File: src/rtl/adc_spi_pkg.sv
// Package: shared constants and types for the converter serial master.
// Assumes a converter frame of command bits, one null bit, then result bits.
package adc_spi_pkg;

    localparam int RES_BITS  = 12;
    localparam int CMD_BITS  = 4;
    localparam int NULL_BITS = 1;
    localparam int FRAME_PER = CMD_BITS + NULL_BITS + RES_BITS;

    typedef enum logic [1:0] {
        ST_IDLE = 2'd0,
        ST_RUN  = 2'd1,
        ST_GAP  = 2'd2
    } seq_state_t;

    typedef struct packed {
        logic ch;
        logic diff;
    } adc_cmd_t;

endpackage

File: src/rtl/adc_clk_div.sv
// Module: serial clock divider with range guard.
// Captures a clamped half-period on 'load' and pulses 'tick' once per
// half-period while 'run' is high. Assumes MIN_HALF >= 1 and MAX_HALF >=
// MIN_HALF, both representable in HALF_W bits.
module adc_clk_div #(
    parameter int HALF_W   = 16,
    parameter int MIN_HALF = 2,
    parameter int MAX_HALF = 5000
) (
    input  logic              clk,
    input  logic              rst_n,
    input  logic              load,
    input  logic [HALF_W-1:0] div_req,
    input  logic              run,
    output logic              tick
);

    localparam logic [HALF_W-1:0] LO = HALF_W'(MIN_HALF);
    localparam logic [HALF_W-1:0] HI = HALF_W'(MAX_HALF);

    logic [HALF_W-1:0] eff_q;
    logic [HALF_W-1:0] dcnt_q;
    logic [HALF_W-1:0] clamped;

    // Clamp the requested half period into the legal window.
    always_comb begin
        if (div_req < LO)
            clamped = LO;
        else if (div_req > HI)
            clamped = HI;
        else
            clamped = div_req;
    end

    // Capture the clamped setting at frame start.
    always_ff @(posedge clk) begin
        if (!rst_n)
            eff_q <= LO;
        else if (load)
            eff_q <= clamped;
    end

    assign tick = run && (dcnt_q == eff_q - 1'b1);

    // Count system clocks within the current half period.
    always_ff @(posedge clk) begin
        if (!rst_n || !run || load)
            dcnt_q <= '0;
        else if (tick)
            dcnt_q <= '0;
        else
            dcnt_q <= dcnt_q + 1'b1;
    end

endmodule

File: src/rtl/adc_req_slot.sv
// Module: one-deep holding slot for requests that arrive while busy.
// Offers either the held request or a fresh one to the sequencer; a
// request arriving while busy and the slot is full is dropped.
module adc_req_slot
    import adc_spi_pkg::*;
(
    input  logic     clk,
    input  logic     rst_n,
    input  logic     req_valid,
    input  adc_cmd_t req_cmd,
    input  logic     busy,
    input  logic     take,
    output logic     start_valid,
    output adc_cmd_t start_cmd
);

    logic     pend_q;
    adc_cmd_t pend_cmd_q;

    assign start_valid = pend_q || (req_valid && !busy);
    assign start_cmd   = pend_q ? pend_cmd_q : req_cmd;

    // Hold a request that cannot start yet; release it when taken.
    always_ff @(posedge clk) begin
        if (!rst_n) begin
            pend_q     <= 1'b0;
            pend_cmd_q <= '0;
        end else if (take && pend_q) begin
            pend_q     <= req_valid;
            pend_cmd_q <= req_cmd;
        end else if (req_valid && busy && !pend_q) begin
            pend_q     <= 1'b1;
            pend_cmd_q <= req_cmd;
        end
    end

endmodule

File: src/rtl/adc_frame_seq.sv
// Module: converter frame sequencer.
// Walks a frame of FRAME_PER serial periods split into halves (low then
// high), drives the command on falling edges, samples result bits on
// rising edges after the null bit, then holds chip-select high for one
// full serial period. Assumes 'tick' marks half-period boundaries.
module adc_frame_seq
    import adc_spi_pkg::*;
#(
    parameter int SPI_MODE = 0
) (
    input  logic                clk,
    input  logic                rst_n,
    input  logic                start_valid,
    input  adc_cmd_t            start_cmd,
    input  logic                tick,
    output logic                take,
    output logic                run,
    output logic                busy,
    output logic                cs_n,
    output logic                sclk,
    output logic                mosi,
    input  logic                miso,
    output logic                rsp_valid,
    output logic [RES_BITS-1:0] rsp_data,
    output logic                rsp_ch,
    output logic                rsp_diff
);

    localparam int   HALVES   = 2 * FRAME_PER;
    localparam int   HW       = $clog2(HALVES + 1);
    localparam int   PW       = HW - 1;
    localparam int   CW       = $clog2(CMD_BITS);
    localparam logic IDLE_LVL = (SPI_MODE == 3);
    localparam logic [HW-1:0] LAST_H   = HW'(HALVES - 1);
    localparam logic [PW-1:0] FIRST_DP = PW'(CMD_BITS + NULL_BITS);
    localparam logic [PW-1:0] CMD_END  = PW'(CMD_BITS);

    seq_state_t          state_q;
    logic [HW-1:0]       hcnt_q;
    logic [CMD_BITS-1:0] cmd_q;
    logic [RES_BITS-1:0] shreg_q;
    logic                gap_q;
    logic [HW-1:0]       hcnt_nx;
    logic [PW-1:0]       per_now;
    logic [PW-1:0]       per_nxt;

    assign take    = (state_q == ST_IDLE) && start_valid;
    assign run     = (state_q != ST_IDLE);
    assign busy    = run;
    assign hcnt_nx = hcnt_q + 1'b1;
    assign per_now = hcnt_q[HW-1:1];
    assign per_nxt = hcnt_nx[HW-1:1];

    // Frame state machine with serial pins and result capture.
    always_ff @(posedge clk) begin
        if (!rst_n) begin
            state_q   <= ST_IDLE;
            hcnt_q    <= '0;
            cmd_q     <= '0;
            shreg_q   <= '0;
            gap_q     <= 1'b0;
            cs_n      <= 1'b1;
            sclk      <= IDLE_LVL;
            mosi      <= 1'b0;
            rsp_valid <= 1'b0;
            rsp_data  <= '0;
            rsp_ch    <= 1'b0;
            rsp_diff  <= 1'b0;
        end else begin
            rsp_valid <= 1'b0;
            case (state_q)
                ST_IDLE: begin
                    if (take) begin
                        state_q  <= ST_RUN;
                        hcnt_q   <= '0;
                        cs_n     <= 1'b0;
                        sclk     <= 1'b0;
                        mosi     <= 1'b1;
                        cmd_q    <= {1'b1, start_cmd.ch, ~start_cmd.diff, 1'b1};
                        shreg_q  <= '0;
                        rsp_ch   <= start_cmd.ch;
                        rsp_diff <= start_cmd.diff;
                    end
                end
                ST_RUN: begin
                    if (tick) begin
                        if (hcnt_q == LAST_H) begin
                            state_q   <= ST_GAP;
                            gap_q     <= 1'b0;
                            cs_n      <= 1'b1;
                            sclk      <= IDLE_LVL;
                            mosi      <= 1'b0;
                            rsp_valid <= 1'b1;
                            rsp_data  <= shreg_q;
                        end else begin
                            hcnt_q <= hcnt_nx;
                            sclk   <= ~hcnt_q[0];
                            if (!hcnt_q[0]) begin
                                if (per_now >= FIRST_DP)
                                    shreg_q <= {shreg_q[RES_BITS-2:0], miso};
                            end else if (per_nxt < CMD_END) begin
                                mosi <= cmd_q[per_nxt[CW-1:0]];
                            end else begin
                                mosi <= 1'b0;
                            end
                        end
                    end
                end
                ST_GAP: begin
                    if (tick) begin
                        if (gap_q)
                            state_q <= ST_IDLE;
                        else
                            gap_q <= 1'b1;
                    end
                end
                default: state_q <= ST_IDLE;
            endcase
        end
    end

endmodule

File: src/rtl/adc_spi_master.sv
// Module: top of the converter serial master.
// Joins the request slot, divider and frame sequencer. MIN_HALF must be
// chosen from the throughput ceiling; the slow-clock ceiling is derived.
module adc_spi_master
    import adc_spi_pkg::*;
#(
    parameter int SPI_MODE    = 0,
    parameter int HALF_W      = 16,
    parameter int SYS_HZ      = 100_000_000,
    parameter int MIN_SCK_HZ  = 10_000,
    parameter int MIN_HALF    = 28
) (
    input  logic                clk,
    input  logic                rst_n,
    input  logic                req_valid,
    input  logic                req_ch,
    input  logic                req_diff,
    input  logic [HALF_W-1:0]   div_half,
    output logic                busy,
    output logic                cs_n,
    output logic                sclk,
    output logic                mosi,
    input  logic                miso,
    output logic                rsp_valid,
    output logic [RES_BITS-1:0] rsp_data,
    output logic                rsp_ch,
    output logic                rsp_diff
);

    localparam int MAX_HALF = SYS_HZ / (2 * MIN_SCK_HZ);

    adc_cmd_t req_cmd;
    adc_cmd_t start_cmd;
    logic     start_valid;
    logic     take;
    logic     run;
    logic     tick;

    assign req_cmd.ch   = req_ch;
    assign req_cmd.diff = req_diff;

    adc_req_slot u_slot (
        .clk         (clk),
        .rst_n       (rst_n),
        .req_valid   (req_valid),
        .req_cmd     (req_cmd),
        .busy        (busy),
        .take        (take),
        .start_valid (start_valid),
        .start_cmd   (start_cmd)
    );

    adc_clk_div #(
        .HALF_W   (HALF_W),
        .MIN_HALF (MIN_HALF),
        .MAX_HALF (MAX_HALF)
    ) u_div (
        .clk     (clk),
        .rst_n   (rst_n),
        .load    (take),
        .div_req (div_half),
        .run     (run),
        .tick    (tick)
    );

    adc_frame_seq #(
        .SPI_MODE (SPI_MODE)
    ) u_seq (
        .clk         (clk),
        .rst_n       (rst_n),
        .start_valid (start_valid),
        .start_cmd   (start_cmd),
        .tick        (tick),
        .take        (take),
        .run         (run),
        .busy        (busy),
        .cs_n        (cs_n),
        .sclk        (sclk),
        .mosi        (mosi),
        .miso        (miso),
        .rsp_valid   (rsp_valid),
        .rsp_data    (rsp_data),
        .rsp_ch      (rsp_ch),
        .rsp_diff    (rsp_diff)
    );

endmodule

File: config.mk
export PLATFORM = sky130hd
export DESIGN_NAME = adc_spi_master
export DESIGN_NICKNAME = d
export VERILOG_FILES = /design/src/rtl/adc_spi_pkg.sv /design/src/rtl/adc_clk_div.sv /design/src/rtl/adc_req_slot.sv /design/src/rtl/adc_frame_seq.sv /design/src/rtl/adc_spi_master.sv
export SDC_FILE = /design/constraint.sdc
export NUM_CORES = 1
export LEC_CHECK = 0
export ABC_AREA = 1
export BUFFER_PORTS_ARGS = -buffer_cell sky130_fd_sc_hd__clkbuf_2
export CORE_ASPECT_RATIO = 0.7
export CORE_MARGIN = 3
export CORE_UTILIZATION = 63
export CTS_CLUSTER_SIZE = 8
export DETAILED_ROUTE_END_ITERATION = 16
export PLACE_DENSITY = 0.87
export SLEW_MARGIN = 30
export SYNTH_ARGS = -nofsm -noshare
export SYNTH_HDL_FRONTEND = slang
export SYNTH_SLANG_ARGS = --single-unit
File: constraint.sdc
create_clock -name clk -period 4.35 [get_ports clk]
set_input_delay 0.6525 -clock clk [delete_from_list [all_inputs] [get_ports clk]]
set_output_delay 0.6525 -clock clk [all_outputs]
set_load 0.02 [all_outputs]
# == Word level (Yosys, flattened, before mapping) ==
# Index checks and enable logic that the tools add are counted.
# op_classes
addsub,3
bitwise_logic,2
mux,43
reduce_logical,28
n_lt_le_gt_ge,5
eq_ne,13
# ops
op,n
2-to-1 mux 12 bit,5
2-to-1 mux 16 bit,2
case mux 12 bit (2 select lines),1
2-to-1 mux 6 bit,3
2-to-1 mux 1 bit,17
"adder 16 x 1 -> 16 bit, second input constant",1
== test 16 bit,1
"> comparator 16 x 13 -> 1 bit, second input constant",1
"less-than comparator 16 x 5 -> 1 bit, second input constant",1
2-to-1 mux 2 bit,8
AND reduction 4 bit,4
"subtractor 16 x 1 -> 16 bit, second input constant",1
case mux 6 bit (2 select lines),1
"!= test 2 bit, second input constant",5
AND reduction 3 bit,3
case mux 1 bit (2 select lines),4
nonzero test 2 bit,4
"adder 6 x 1 -> 6 bit, second input constant",1
"== test 6 bit, second input constant",1
logical AND 1 bit,6
"!= test 2 x 1 -> 1 bit, second input constant",3
case mux 2 bit (3 select lines),1
AND reduction 6 bit,1
"greater-or-equal comparator 5 x 3 -> 1 bit, second input constant",1
13 further kinds,18
# totals
word_cells,111
output_inout_bits,19
ff_bits,78
input_bits,22

# == Longest topological paths before layout ==
# logic_depth
ltp_word,8
depth_mapped,18
mapped_depth_nobuf,17

# == Modules after synthesis ==
# Synthesis repeated with hierarchy kept, for this count alone.
# unflattened
hier_cells,624
area_unflattened_um2,4246.6
# modules_own_cells
mod,seq_area_each_um2,cells_each,n_inst,area_each_um2
adc_clk_div,640.6,327,1,2149.6
adc_frame_seq,820.8,271,1,1934.4
adc_req_slot,60.1,26,1,162.7

# == Least setup slack after synthesis ==
# OpenSTA, ideal clock, no wires.
# synth_timing
path_type,reg2reg
startpoint,reg u_div.eff_q[0]
endpoint,reg u_seq.shreg_q[8]
required_time_ns,4.222
path_slack_ns,2.387
arrival_ns,1.836
stages_incl_launch_ff,15
path_buffers,1
period_less_slack_ns,1.963
setup_ns,0.128
path_cell_list,dfxtp_1 -> inv_2 -> ha_1 -> xnor2_1 -> a21oi_1 -> nand2_1 -> nor2_1 -> nand3_1 -> nor2_4 -> nand2_2 -> nand2_4 -> buf_2 -> nand4_1 -> nand2_1 -> nor2_1
# synth_via
elab_chain_len,5
# synth_rtl
element,line_no,rtl
"start, declared",adc_clk_div.sv:21,logic [HALF_W-1:0] eff_q;
"start signal, assigned",adc_clk_div.sv:40,eff_q <= clamped;
subtractor 16 x 1 -> 16 bit,adc_clk_div.sv:43,assign tick = run && (dcnt_q == eff_q - 1'b1);
== test 16 bit,adc_clk_div.sv:43,
logical AND 1 bit,adc_clk_div.sv:43,
!= test 2 bit (no source line),-,
AND reduction 6 bit (no source line),-,
"end signal, assigned",adc_frame_seq.sv:100,"shreg_q <= {shreg_q[RES_BITS-2:0], miso};"
"end, declared",adc_frame_seq.sv:41,logic [RES_BITS-1:0] shreg_q;
# Every way passes these cells.
# A chain may end at the register's enable or synchronous reset.

# == Worst setup path in the final report ==
# layout_timing
startpoint,reg u_div.eff_q[0]
endpoint,reg u_seq.shreg_q[6]
# Same word-level chain as after synthesis.

==> results.sh <==
export IMPL_status="completed"
export IMPL_crit_top_cell="nand2_1"
export IMPL_crit_chain="inv_2, ha_1, nand2_1, nor2_2, nand2_1, nand2_1, nand2_1, nor2_1, nand3_1, nor2_4, nand2_2, nand2_4, nand3_2, nand2_1, nand2_1, nor2_1"
export IMPL_track_usage_pct=26.2
export IMPL_htreeDepth=3
export IMPL_cts_hold_buf=0
export IMPL_die_area_mm2=0.00735
export IMPL_rrSetupSlack_ns=1.91
export IMPL_min_from="u_seq.rsp_data[8]"
export IMPL_p_leak_nw=1.96
export IMPL_relSlewSlack_pct=51.5
export IMPL_synthArstFlopShare_pct=0
export IMPL_drive_above_1_share_pct=12.2
export IMPL_final_common_cell="nand2_1"
export IMPL_cts_tree="yes"
export IMPL_portBuffers=40
export IMPL_worstSetupPathType="reg -> reg"
export IMPL_r2r_end="u_seq.shreg_q[6]"
export IMPL_antenna_found_initial=0
export IMPL_place_gp_congestion=0.915
export IMPL_drt_iter0_drc=353
export IMPL_drtAntennaViolNets=0
export IMPL_layout_nets=662
export IMPL_clk_pin_slew_worst_paths_ns=0.08
export IMPL_worstHoldPathCells=2
export IMPL_cp_startpoint="u_div.eff_q[0]"
export IMPL_cp_start_kind="flip-flop"
export IMPL_finalClockSkew_ns=0.0112
export IMPL_drt_pass1_iter_count=6
export IMPL_critical_path_max_fanout=25
export IMPL_r2r_start="u_div.eff_q[0]"
export IMPL_fp_coreArea_mm2=0.00593
export IMPL_rows=23
export IMPL_ys_warn_count=0
export IMPL_synth_avg_cell_area_um2=6.65
export IMPL_rsz0062_at_grt="false"
export IMPL_pwr_density_cell_mw_per_mm2=346
export IMPL_holdWs_ns=0.450
export IMPL_required_ns=4.65
export IMPL_reg2regPathDepth=16
export IMPL_synthCells=601
export IMPL_grt_ovfl_total=0
export IMPL_yosys_area_top_type_share_pct=38.0
export IMPL_diodes=0
export IMPL_synth_area_leaders="dfxtp_1, nand2_1, inv_1, nor2_1, a21oi_1"
export IMPL_first_global_vias=3450
export IMPL_slowest_delay_ns=0.34
export IMPL_synth_edf_count=0
export IMPL_drv_cap=0
export IMPL_synthesis_area_mm2=0.00400
export IMPL_holdPathEnd="u_seq.rsp_data[8]"
export IMPL_ys_types=40
export IMPL_power_mw=1.52
export IMPL_dpl_hpwl_um=6540
export IMPL_final_cell_mix="nand2_1, inv_1, dfxtp_1"
export IMPL_yosysSeqAreaShare_pct=38.0
export IMPL_drv_slew=0
export IMPL_clock_latency_ns=0.36
export IMPL_period_share_pct=56.1
export IMPL_synth_seq_cells=76
export IMPL_synth_net_count=627
export IMPL_grt_max_degree=36
export IMPL_end_kind="flip-flop"
export IMPL_fin_setup_tns_ns=0
export IMPL_post_cts_resized=0
export IMPL_synthToLayoutAreaGrowth_pct=10.3
export IMPL_die_w_um=101
export IMPL_vias=3884
export IMPL_hold_path_class="reg -> reg"
export IMPL_ir_drop_mv=0.242
export IMPL_wl_um=9000
export IMPL_min_period_ns=2.44
export IMPL_final_fill_count=474
export IMPL_critical_path_arrival_ns=2.74
export IMPL_tightest_slew_ns=0.727
export IMPL_timing_fmax_mhz=410
export IMPL_start_util_pct=67.5
export IMPL_synthFlopType="dfxtp_1"
export IMPL_slowest_stage="dfxtp_1"
export IMPL_cts_root_buf="clkbuf_8"
export IMPL_synth_top_cell_by_area="dfxtp_1"
export IMPL_numCtsBuffers=9
export IMPL_ctsLongestPathBuffers=2
export IMPL_setup_viol=0
export IMPL_via_per_inst=5.42
export IMPL_cts_sinks=76
export IMPL_drc=0
export IMPL_pin_count=41
export IMPL_cts_setup_buffers=0
export IMPL_post_drt_wl_per_cell_um=12.6
export IMPL_die_h_um=72.7
export IMPL_grt_pass1_wl_um=15500
export IMPL_hold_violations=0
-- kinds of logic (layout without fill, tap and decap cells) --
kind of cell	count (synthesis)	in the layout	share of synthesized area [%]
AO/OA/AOI/OAI	86	86	11.5
XOR/XNOR	16	16	3.50
adder cells (fa/ha/maj)	4	4	1.25
buffers and inverters	104	144	10.1
flip-flops	76	76	38.0
AND/OR/NAND/NOR	315	315	35.6
-- critical path: cells and delay by family, from the launching register on --
family / cells / cell delay [ns]
DFF: 1 / 0.34
buffers and inverters: 1 / 0.09
adders and majority gates: 1 / 0.19
and+or+nand+nor: 14 / 1.76
-- state kept, by name, indices dropped and copies added (netlist names) --
signal             flops
u_seq.cs_n             1
u_seq.hcnt_q           6
u_seq.gap_q            1
u_seq.sclk             1
u_div.dcnt_q          16
u_seq.shreg_q         12
u_seq.cmd_q            3
u_slot.pend_cmd_q      2
u_seq.rsp_data        12
u_seq.state_q          2
u_seq.rsp_diff         1
u_seq.rsp_valid        1
u_slot.pend_q          1
u_div.eff_q           16
u_seq.mosi             1
-- per-stage QoR --
| stage | worst slack, ns | utilization [%] | std cells | instance area (um^2) |
|---|---|---|---|---|
| finish | 1.91 | 74.4 | 716 | 4410 |
| global route | 1.62 | 74.4 | 716 | 4410 |
| CTS | 1.75 | 74.4 | 716 | 4410 |
| detailed placement | 1.80 | 71.3 | 700 | 4230 |
| global placement | 1.94 | 71.3 | 700 | 4230 |
| floorplan | 2.39 | - | 601 | 4000 |
-- final cells by class --
cell class	count	area, um^2	share of cell area, %
multi-input combinational	421	2070	47.0
clock buffer	11	131	2.98
tap	75	93.8	2.13
timing repair buffer	42	215	4.88
inverter	86	323	7.32
clock inverter	5	52.6	1.19
sequential	76	1520	34.5
-- layer usage --
metal | track usage [%] | wire length, um | vias to the layer above
met5 | 0 | 0 | -
met4 | 9.00 | 118 | 0
met3 | 5.64 | 754 | 14
met2 | 39.2 | 3740 | 155
met1 | 37.6 | 4390 | 1709
li1 | - | - | 2006
-- cell usage after synthesis (2+ instances only) --
cell type	number
nand4_1	25
o211ai_1	3
xnor2_1	5
o21ai_0	29
o21ai_1	2
xor2_1	11
buf_2	3
nand2_1	145
nand3_2	2
dfxtp_1	76
nor3b_1	3
and3_1	2
nand2_2	3
nand3_1	31
inv_2	4
nor3_1	15
nor2_2	5
o31ai_1	2
nor2_4	4
or2_2	2
nor2_1	68
a31oi_1	2
clkbuf_1	13
nand3b_1	3
nor4_1	2
inv_1	81
ha_1	4
a21oi_1	44
-- power breakdown --
part / switching (mW) / internal [mW] / total [mW] / leakage (nW)
clock network: 0.258 / 0.262 / 0.520 / 0.0931
registers: 0.0318 / 0.730 / 0.762 / 0.619
logic: 0.163 / 0.0799 / 0.243 / 1.25
total: 0.452 / 1.07 / 1.52 / 1.96
-- worst max path at each step --
| stage | to | slack (ns) | cells past startpoint |
|---|---|---|---|
| 2_1_floorplan | u_seq.shreg_q[8] | 2.39 | 14 |
| 5_1_grt | u_seq.shreg_q[6] | 1.62 | 16 |
| 3_5_place_dp | u_seq.rsp_data[7] | 1.80 | 7 |
| 3_3_place_gp | u_seq.rsp_data[7] | 1.94 | 7 |
| 6_report | u_seq.shreg_q[6] | 1.91 | 16 |
| 4_1_cts | u_seq.rsp_data[7] | 1.75 | 7 |
(Power assumes the default switching activity.)
